--- config.mk ---
export PLATFORM = sky130hd
export DESIGN_NAME = xcap_walker
export DESIGN_NICKNAME = d
export VERILOG_FILES = /design/src/rtl/xcap_pkg.sv /design/src/rtl/xcap_hdr_unpack.sv /design/src/rtl/xcap_append_check.sv /design/src/rtl/xcap_step_limit.sv /design/src/rtl/xcap_walker.sv
export SDC_FILE = /design/constraint.sdc
export NUM_CORES = 1
export LEC_CHECK = 0
export ABC_AREA = 1
export BUFFER_PORTS_ARGS = -buffer_cell sky130_fd_sc_hd__buf_2
export CORE_MARGIN = 2
export CORE_UTILIZATION = 54
export DETAILED_ROUTE_END_ITERATION = 6
export PLACE_DENSITY = 0.79
export SYNTH_ARGS = -nofsm -noshare
export SYNTH_HDL_FRONTEND = slang
export SYNTH_HIERARCHICAL = 1
export SYNTH_SLANG_ARGS = --single-unit
--- constraint.sdc ---
create_clock -name clk -period 4.4 [get_ports clk]
set_input_delay 0.22 -clock clk [delete_from_list [all_inputs] [get_ports clk]]
set_output_delay 0.22 -clock clk [all_outputs]
set_load 0.01 [all_outputs]
--- src/rtl/xcap_pkg.sv ---
package xcap_pkg;

    localparam int OFF_W   = 12;
    localparam int WORD_W  = 32;
    localparam int ADDR_W  = OFF_W - 2;
    localparam int ID_W    = 16;
    localparam int VER_W   = 4;
    localparam int CFG_BYTES = 1 << OFF_W;

    typedef struct packed {
        logic [OFF_W-1:0] nxt;
        logic [VER_W-1:0] ver;
        logic [ID_W-1:0]  id;
    } cap_hdr_t;

    typedef enum logic [2:0] {
        ST_IDLE,
        ST_READ,
        ST_EVAL,
        ST_PATCH,
        ST_WRITE,
        ST_DONE,
        ST_FAIL
    } walk_st_e;

endpackage

--- src/rtl/xcap_hdr_unpack.sv ---
module xcap_hdr_unpack
    import xcap_pkg::*;
#(
    parameter logic [OFF_W-1:0] HEAD = 12'h100
) (
    input  logic [WORD_W-1:0] word,
    output cap_hdr_t          hdr,
    output logic              nxt_ok
);
    localparam int LAST_NEXT = CFG_BYTES - 8;

    always_comb begin
        hdr    = cap_hdr_t'(word);
        nxt_ok = (hdr.nxt[1:0] == 2'b00) &&
                 (hdr.nxt >= HEAD) &&
                 (hdr.nxt <= LAST_NEXT[OFF_W-1:0]);
    end
endmodule

--- src/rtl/xcap_append_check.sv ---
module xcap_append_check
    import xcap_pkg::*;
#(
    parameter logic [OFF_W-1:0] HEAD   = 12'h100,
    parameter int               SIZE_W = 13
) (
    input  logic [OFF_W-1:0]  off,
    input  logic [SIZE_W-1:0] size,
    output logic              ok
);
    localparam int EW = ((OFF_W > SIZE_W) ? OFF_W : SIZE_W) + 1;

    logic [EW-1:0] span_end;

    always_comb begin
        span_end = EW'(off) + EW'(size);
        ok = (off >= HEAD) &&
             (off[1:0] == 2'b00) &&
             (size >= SIZE_W'(8)) &&
             (span_end <= EW'(CFG_BYTES));
    end
endmodule

--- src/rtl/xcap_step_limit.sv ---
module xcap_step_limit #(
    parameter int LIMIT = 960
) (
    input  logic clk,
    input  logic rst_n,
    input  logic clr,
    input  logic inc,
    output logic last
);
    localparam int CW = $clog2(LIMIT + 1);

    logic [CW-1:0] cnt_q;

    always_ff @(posedge clk) begin
        if (!rst_n || clr) begin
            cnt_q <= '0;
        end else if (inc) begin
            cnt_q <= cnt_q + 1'b1;
        end
    end

    assign last = (cnt_q == CW'(LIMIT - 1));
endmodule

--- src/rtl/xcap_walker.sv ---
module xcap_walker
    import xcap_pkg::*;
#(
    parameter int               MAX_STEPS = 960,
    parameter int               REQ_ID_W  = 17,
    parameter int               SIZE_W    = 13,
    parameter logic [OFF_W-1:0] HEAD      = 12'h100
) (
    input  logic                clk,
    input  logic                rst_n,
    input  logic                cmd_valid,
    input  logic                cmd_append,
    input  logic [REQ_ID_W-1:0] cmd_id,
    input  logic [VER_W-1:0]    cmd_ver,
    input  logic [OFF_W-1:0]    cmd_off,
    input  logic [SIZE_W-1:0]   cmd_size,
    output logic                done,
    output logic                err,
    output logic [OFF_W-1:0]    res_off,
    output logic [OFF_W-1:0]    res_prev,
    output logic                ram_en,
    output logic                ram_we,
    output logic [ADDR_W-1:0]   ram_addr,
    output logic [WORD_W-1:0]   ram_wdata,
    input  logic [WORD_W-1:0]   ram_rdata
);

    walk_st_e st_q, st_d;

    logic                app_q;
    logic [REQ_ID_W-1:0] id_q;
    logic [VER_W-1:0]    ver_q;
    logic [OFF_W-1:0]    aoff_q;
    logic [OFF_W-1:0]    cur_q;
    logic [OFF_W-1:0]    prev_q;
    logic [OFF_W-1:0]    res_off_q;
    logic [OFF_W-1:0]    res_prev_q;
    logic [VER_W+ID_W-1:0] tail_keep_q;

    cap_hdr_t hdr;
    logic     nxt_ok;
    logic     app_ok;
    logic     at_last;
    logic     is_empty;
    logic     is_hit;
    logic     is_end;
    logic     id_fits;

    xcap_hdr_unpack #(.HEAD(HEAD)) u_unpack (
        .word   (ram_rdata),
        .hdr    (hdr),
        .nxt_ok (nxt_ok)
    );

    xcap_append_check #(.HEAD(HEAD), .SIZE_W(SIZE_W)) u_acheck (
        .off  (cmd_off),
        .size (cmd_size),
        .ok   (app_ok)
    );

    xcap_step_limit #(.LIMIT(MAX_STEPS)) u_steps (
        .clk   (clk),
        .rst_n (rst_n),
        .clr   (st_q == ST_IDLE),
        .inc   ((st_q == ST_EVAL) && (st_d == ST_READ)),
        .last  (at_last)
    );

    // Decisions taken while a header word is on ram_rdata
    always_comb begin
        id_fits  = ((id_q >> ID_W) == '0);
        is_empty = (cur_q == HEAD) && (ram_rdata == '0);
        is_hit   = !app_q && id_fits && (hdr.id == id_q[ID_W-1:0]);
        is_end   = (hdr.nxt == '0);
    end

    // Next state
    always_comb begin
        st_d = st_q;
        unique case (st_q)
            ST_IDLE: begin
                if (cmd_valid) begin
                    if (!cmd_append)          st_d = ST_READ;
                    else if (!app_ok)         st_d = ST_FAIL;
                    else if (cmd_off == HEAD) st_d = ST_WRITE;
                    else                      st_d = ST_READ;
                end
            end
            ST_READ:  st_d = ST_EVAL;
            ST_EVAL: begin
                if (is_empty)                st_d = app_q ? ST_FAIL : ST_DONE;
                else if (is_hit)             st_d = ST_DONE;
                else if (is_end)             st_d = app_q ? ST_PATCH : ST_DONE;
                else if (!nxt_ok || at_last) st_d = ST_FAIL;
                else                         st_d = ST_READ;
            end
            ST_PATCH: st_d = ST_WRITE;
            ST_WRITE: st_d = ST_DONE;
            ST_DONE:  st_d = ST_IDLE;
            ST_FAIL:  st_d = ST_IDLE;
            default:  st_d = ST_IDLE;
        endcase
    end

    // State register
    always_ff @(posedge clk) begin
        if (!rst_n) st_q <= ST_IDLE;
        else        st_q <= st_d;
    end

    // Walk pointers and results
    always_ff @(posedge clk) begin
        if (!rst_n) begin
            app_q       <= 1'b0;
            id_q        <= '0;
            ver_q       <= '0;
            aoff_q      <= '0;
            cur_q       <= HEAD;
            prev_q      <= '0;
            res_off_q   <= '0;
            res_prev_q  <= '0;
            tail_keep_q <= '0;
        end else begin
            if (st_q == ST_IDLE && cmd_valid) begin
                app_q      <= cmd_append;
                id_q       <= cmd_id;
                ver_q      <= cmd_ver;
                aoff_q     <= cmd_off;
                cur_q      <= HEAD;
                prev_q     <= '0;
                res_off_q  <= cmd_append ? cmd_off : '0;
                res_prev_q <= '0;
            end
            if (st_q == ST_EVAL && !is_empty) begin
                if (st_d == ST_READ) begin
                    prev_q <= cur_q;
                    cur_q  <= hdr.nxt;
                end else if (is_hit) begin
                    res_off_q  <= cur_q;
                    res_prev_q <= prev_q;
                end else if (is_end) begin
                    res_prev_q  <= cur_q;
                    tail_keep_q <= {hdr.ver, hdr.id};
                end
            end
            if (st_d == ST_FAIL) begin
                res_off_q  <= '0;
                res_prev_q <= '0;
            end
        end
    end

    // Outputs
    always_comb begin
        ram_en    = 1'b0;
        ram_we    = 1'b0;
        ram_addr  = '0;
        ram_wdata = '0;
        done      = 1'b0;
        err       = 1'b0;
        unique case (st_q)
            ST_READ: begin
                ram_en   = 1'b1;
                ram_addr = cur_q[OFF_W-1:2];
            end
            ST_PATCH: begin
                ram_en    = 1'b1;
                ram_we    = 1'b1;
                ram_addr  = cur_q[OFF_W-1:2];
                ram_wdata = {aoff_q, tail_keep_q};
            end
            ST_WRITE: begin
                ram_en    = 1'b1;
                ram_we    = 1'b1;
                ram_addr  = aoff_q[OFF_W-1:2];
                ram_wdata = {{OFF_W{1'b0}}, ver_q, id_q[ID_W-1:0]};
            end
            ST_DONE: done = 1'b1;
            ST_FAIL: begin
                done = 1'b1;
                err  = 1'b1;
            end
            default: ;
        endcase
    end

    assign res_off  = res_off_q;
    assign res_prev = res_prev_q;

endmodule

* Word level (Yosys, flattened, before mapping) *
Index checks and enable logic that the tools add are counted.

storage, ports and cells
  register bits after elaboration = 115
  output and inout bits = 70

operators by class
  add/sub/neg operators = 2
  order comparisons = 5
  equal/unequal tests = 12
  muxes and demuxes = 33
  bitwise operators = 3
  reduce and logical (&&, ||, !) cells = 29

operator list
  cell                                                                 count
  2-to-1 mux 12 bit                                                    16
  one-hot mux 32 bit (2 select lines)                                  1
  logical NOT 32 bit                                                   1
  2-to-1 mux 3 bit                                                     9
  == test 12 x 9 -> 1 bit (second input constant)                      2
  greater-or-equal comparator 12 x 9 -> 1 bit (second input constant)  2
  one-hot mux 10 bit (2 select lines)                                  1
  logical NOT 17 bit                                                   1
  == test 16 bit                                                       1
  one-hot mux 3 bit (5 select lines)                                   1
  adder 12 x 13 -> 14 bit                                              1
  <= comparator 14 x 13 -> 1 bit (second input constant)               1
  greater-or-equal comparator 13 x 4 -> 1 bit (second input constant)  1
  == test 3 bit (second input constant)                                4
  <= comparator 12 bit (second input constant)                         1
  logical NOT 12 bit                                                   1
  logical AND 1 bit                                                    11
  adder 10 x 1 -> 10 bit (second input constant)                       1
  == test 10 bit (second input constant)                               1
  OR reduction 2 bit                                                   4
  == test 3 x 1 -> 1 bit (second input constant)                       2
  == test 3 x 2 -> 1 bit (second input constant)                       2
  logical NOT 1 bit                                                    4
  logical NOT 2 bit                                                    2
  other kinds (7)                                                      13

* Logic depth before layout (Yosys ltp) *
  depth in word-level cells = 13
  gate-level depth with buffers = 27
  mapped depth without buffers = 26

* Hierarchy *
The synthesis kept the hierarchy.

modules (own cells, without submodules)
  module             instances  cells an instance  area an instance (µm²)  sequential area each (µm²)
  xcap_walker        1          984                5883.1                  2102.0
  xcap_append_check  1          161                802.0                   0.0
  xcap_step_limit    1          78                 516.7                   200.2
  xcap_hdr_unpack    1          47                 305.3                   0.0

* Worst setup path before layout *
Ideal clock, no wire load.

  path type = input -> register
  start = input cmd_off[0]
  end = register u_steps.cnt_q[7]
  library setup time = 0.116 ns
  arrival time = 3.130 ns
  setup slack = 1.154 ns
  stages on the path = 24
  buffers on the path = 1
  cells stage by stage = ha_1 > fa_1 > or2_1 > nor2_1 > nand2_1 > nor2_1 > nand2_1 > nor2_1 > nand2_1 > nor2_1 > nand2_1 > a21oi_1 > nor2_1 > o211ai_1 > inv_1 > a21oi_2 > nand3_4 > nor2_8 > buf_6 > nand2_1 > nor2_4 > nand3_2 > o21ai_0 > nor2_1

between the ends
  word-level cells in the longest chain between the ends = 10
  elaborated cells on any way between the ends = 15
  those cells by class = add/sub (1); order compare (2); eq/ne (2); mux (5); reduce/logical (5)

RTL lines
  element                                                                          RTL line                 RTL
  from (decl)                                                                      xcap_walker.sv:15        input logic [OFF_W-1:0] cmd_off,
  parallel branches: the longest is 3 deep, another holds adder 12 x 13 -> 14 bit  n/a
  logical AND 1 bit (*)                                                            xcap_append_check.sv:19  (size >= SIZE_W'(8)) &&
  net app_ok                                                                       xcap_walker.sv:42        logic app_ok;
  2-to-1 mux 3 bit (*)                                                             xcap_walker.sv:84        else if (!app_ok) st_d = ST_FAIL;
  2-to-1 mux 3 bit (*)                                                             xcap_walker.sv:83        if (!cmd_append) st_d = ST_READ;
  2-to-1 mux 3 bit (*)                                                             xcap_walker.sv:82        if (cmd_valid) begin
  one-hot mux 3 bit (5 select lines) (*)                                           xcap_walker.sv:80        unique case (st_q)
  == test 3 x 1 -> 1 bit (*)                                                       xcap_walker.sv:65        .inc ((st_q == ST_EVAL) && (st_d == ST_READ)),
  logical AND 1 bit (*)                                                            xcap_walker.sv:65
  to (signal assigned)                                                             xcap_step_limit.sv:18    cnt_q <= cnt_q + 1'b1;
  to (decl)                                                                        xcap_step_limit.sv:12    logic [CW-1:0] cnt_q;

Mark *: on every way through the listed nets, which the timed path passes.
A chain may end at the register's enable or synchronous reset.

* Worst setup path in the final report *
Same ends and word-level chain as after synthesis.

==> results.cfg <==
[hold_path]
holdCritPathClass = input pin to register
holdPathStages = 3

[sta]
hold_viol = 0
max-slew-margin-rel_pct = 41.78
worstMarginPinSlew_ns = 0.8734
rsz0062_at_grt = false
fmaxAchievable_ghz = 0.2811
timing.final.crit_period_ns = 3.557
fin_hold_ws_ns = 0.05933
min_period_over_period_pct = 80.84
worst_slack_ns = 0.8431
setup_viol = 0
finalMaxSlewViolations = 0
tns_ns = 0
finClkSkew_ns = 0.007910

[setup_path]
crit_arrival_ns = 3.87
crit_fanout = 27
worstSetupPathDepth = 24
path_class = input pin to register
r2r_slack_ns = 1.15
worstPathRequired_ns = 4.71
worst_r2r_endpoint = u_steps/cnt_q[7]
crit_path_end_kind = register
critPathLaunch = cmd_off[0]
path_delay_family = simple AND/OR/NAND/NOR gates
crit_chain = buf_2 -> ha_1 -> fa_1 -> or2_1 -> nor2_1 -> nand2_1 -> nor2_1 -> nand2_1 -> nor2_1 -> nand2_1 -> nor2_1 -> nand2_1 -> a21oi_1 -> nor2_1 -> o211ai_1 -> inv_1 -> a21oi_2 -> nand3_4 -> nor2_8 -> nand2_1 -> nor2_4 -> nand3_2 -> o21ai_0 -> nor2_1
reg2reg_depth = 17
crit_path_frequent_cell = nor2_1
cpPeakStageDelay_ns = 0.44
critical_path.startpoint_type = input pin
worst_path_max_delay_cell = fa_1
critPathCapture = u_steps/cnt_q[7]
reg2reg_from = id_q[5]
crit_buf_inv = 2

[yosys]
synth_edf_count = 0
ys_ff_latch = 115
synthFlopType = dfxtp_1
ys_top_cells_by_count = 362 x nand2_1, 214 x inv_1, 192 x nor2_1, 115 x dfxtp_1, 75 x o21ai_0
synthArstFlopShare_pct = 0
synth.avg_cell_area_um2 = 5.911
synthesis.area_um2 = 7507
syn-num-nets = 1366
ys_seq_area_share_pct = 30.67
netlist_top_cells_area = dfxtp_1 31%, nand2_1 18%, inv_1 11%, nor2_1 9.6%, o21ai_0 5.0%
synth.most_common_cell = nand2_1
synth_top_cell_by_area = dfxtp_1
yosysUniqueCellTypes = 42
synth_warnings = 6
netlist_instances = 1270
yosys.area.top_type_share_pct = 30.67

[global_routing]
globalRouteOverflowTotal = 0
grt_usage_pct = 27.78
antenna_found_initial = 0
first_global_vias = 6928
grt_first_pass_wirelength_mm = 32.86
grt_max_degree = 82

[clock_network]
max-clock-path-buffers = 2
numClockSinks = 115
cts_tree = done
numCtsBuffers = 17
hold_buffers = 0
insertion_delay_ns = 0.42
cts-resized-gates = 0
post-cts-setup-buffers = 0
htree_levels = 4
cts_root_buf = clkbuf_16
clk_pin_slew_worst_paths_ns = 0.05

[detailed_routing]
first_pass_iters = 5
routedWlPerCell_um = 13.19
vias_per_cell = 5.121
ant_nets = 0
num_vias = 7969
wl_mm = 20.53
drc = 0
drt_iter0_drc = 602

[power]
power_density_nw_per_um2 = 402.9
peakVddDrop_v = 0.0003223
p_leak_uw = 0.004612

[cells_and_area]
antenna-diode-count = 0
stdcell_area_um2 = 8683
fin_nets = 1459
area_delta_synth_final_pct = 15.67
drive_gt1_share_pct = 15.48
n_fill_cell = 1363
stdcell_count = 1556

[floorplan]
fp.coreArea_um2 = 13720
initial_utilization_pct = 54.72
die-height_um = 121.9
die_w_um = 121.9
io_pins = 152
rows = 43
dieArea_um2 = 14860

[placed_design]
pre_cts_ws_ns = 0.4765
routabilityCongestion = 0.9128
hpwl_mm = 14.94
post_dp_cell_area_um2 = 8083
place_inst = 1524
portBuffers = 151

[outcome]
status = finished, final reports clean

[job]
cap_violations = 0
[cells in the final DEF (no fill, tap or decap), types with 2 or more instances in the layout]
master / n
a2bb2oi_1: 2
a21oi_2: 3
a21boi_0: 2
inv_1: 214
ha_1: 13
nand2_1: 361
nand4_1: 45
clkinvlp_4: 5
nand3_2: 3
o21bai_1: 3
o21ai_0: 75
dfxtp_1: 115
clkinv_2: 5
nor3_1: 5
o22ai_1: 30
inv_2: 4
buf_2: 151
nand2_2: 4
a22o_1: 3
nand3_1: 33
clkbuf_16: 17
buf_4: 8
nor2_1: 192
nor4_1: 3
nand3b_1: 2
a21oi_1: 56
nor2_2: 2
bufinv_16: 3
[cell type report]
cell class                      count  area, um2  share of cell area (%)
Clock buffer                       18      439.2                   5.058
Clock inverter                     14      161.4                   1.859
Inverter                          219      822.0                   9.467
Multi-Input combinational cell    851       3918                   45.12
Sequential cell                   115       2302                   26.51
Tap cell                          180      225.2                   2.594
Timing Repair Buffer              159      815.8                   9.395
[power breakdown]
group          switching, uW  total [uW]  internal [uW]
clock network            496        1390            899
logic                    614         898            284
registers               57.8        1210           1150
[stage by stage]
stage               total power (uW)  utilization (%)
global route                    3697            63.29
CTS                             3505            63.29
global placement                2095            58.91
finish                          3499            63.29
detailed placement              2109            58.91
floorplan                       1876                -
[tightest hold or removal path: stages]
cell and delay [ns]:
buf_2 0.10, nand2_1 0.05, a21oi_1 0.06
[worst min-delay path by stage]
stage	startpoint	end	slack, ns
2_1_floorplan	cmd_id[16]	id_q[16]	0.36
3_3_place_gp	ver_q[3]	ver_q[3]	0.44
3_5_place_dp	ver_q[1]	ver_q[1]	0.45
4_1_cts	cmd_id[16]	id_q[16]	0.05
5_1_grt	cmd_id[16]	id_q[16]	0.07
6_report	cmd_id[16]	id_q[16]	0.06
[per-layer routing]
layer	routed length (um)	vias to the layer above	GRT usage, %
li1	-	4113	-
met1	8988	3503	36.40
met2	9440	311	44.76
met3	1584	42	5.712
met4	516	0	11.21
met5	0	-	0
[logic make-up after synthesis]
family | share of synthesized area, %
AOI/OAI and AO/OA | 12.97
adders and majority gates | 2.433
and+or+nand+nor | 36.68
buffers and inverters | 17.25
DFF | 30.67
[registers in the layout, indices dropped and copies added (netlist names)]
signal and cells:
id_q 17, res_prev 12, ver_q 4, u_steps/cnt_q 10
res_off 12, tail_keep_q 20, aoff_q 12, st_q 3
prev_q 12, app_q 1, cur_q 12
No activity file was read; power rests on OpenSTA's default activity.
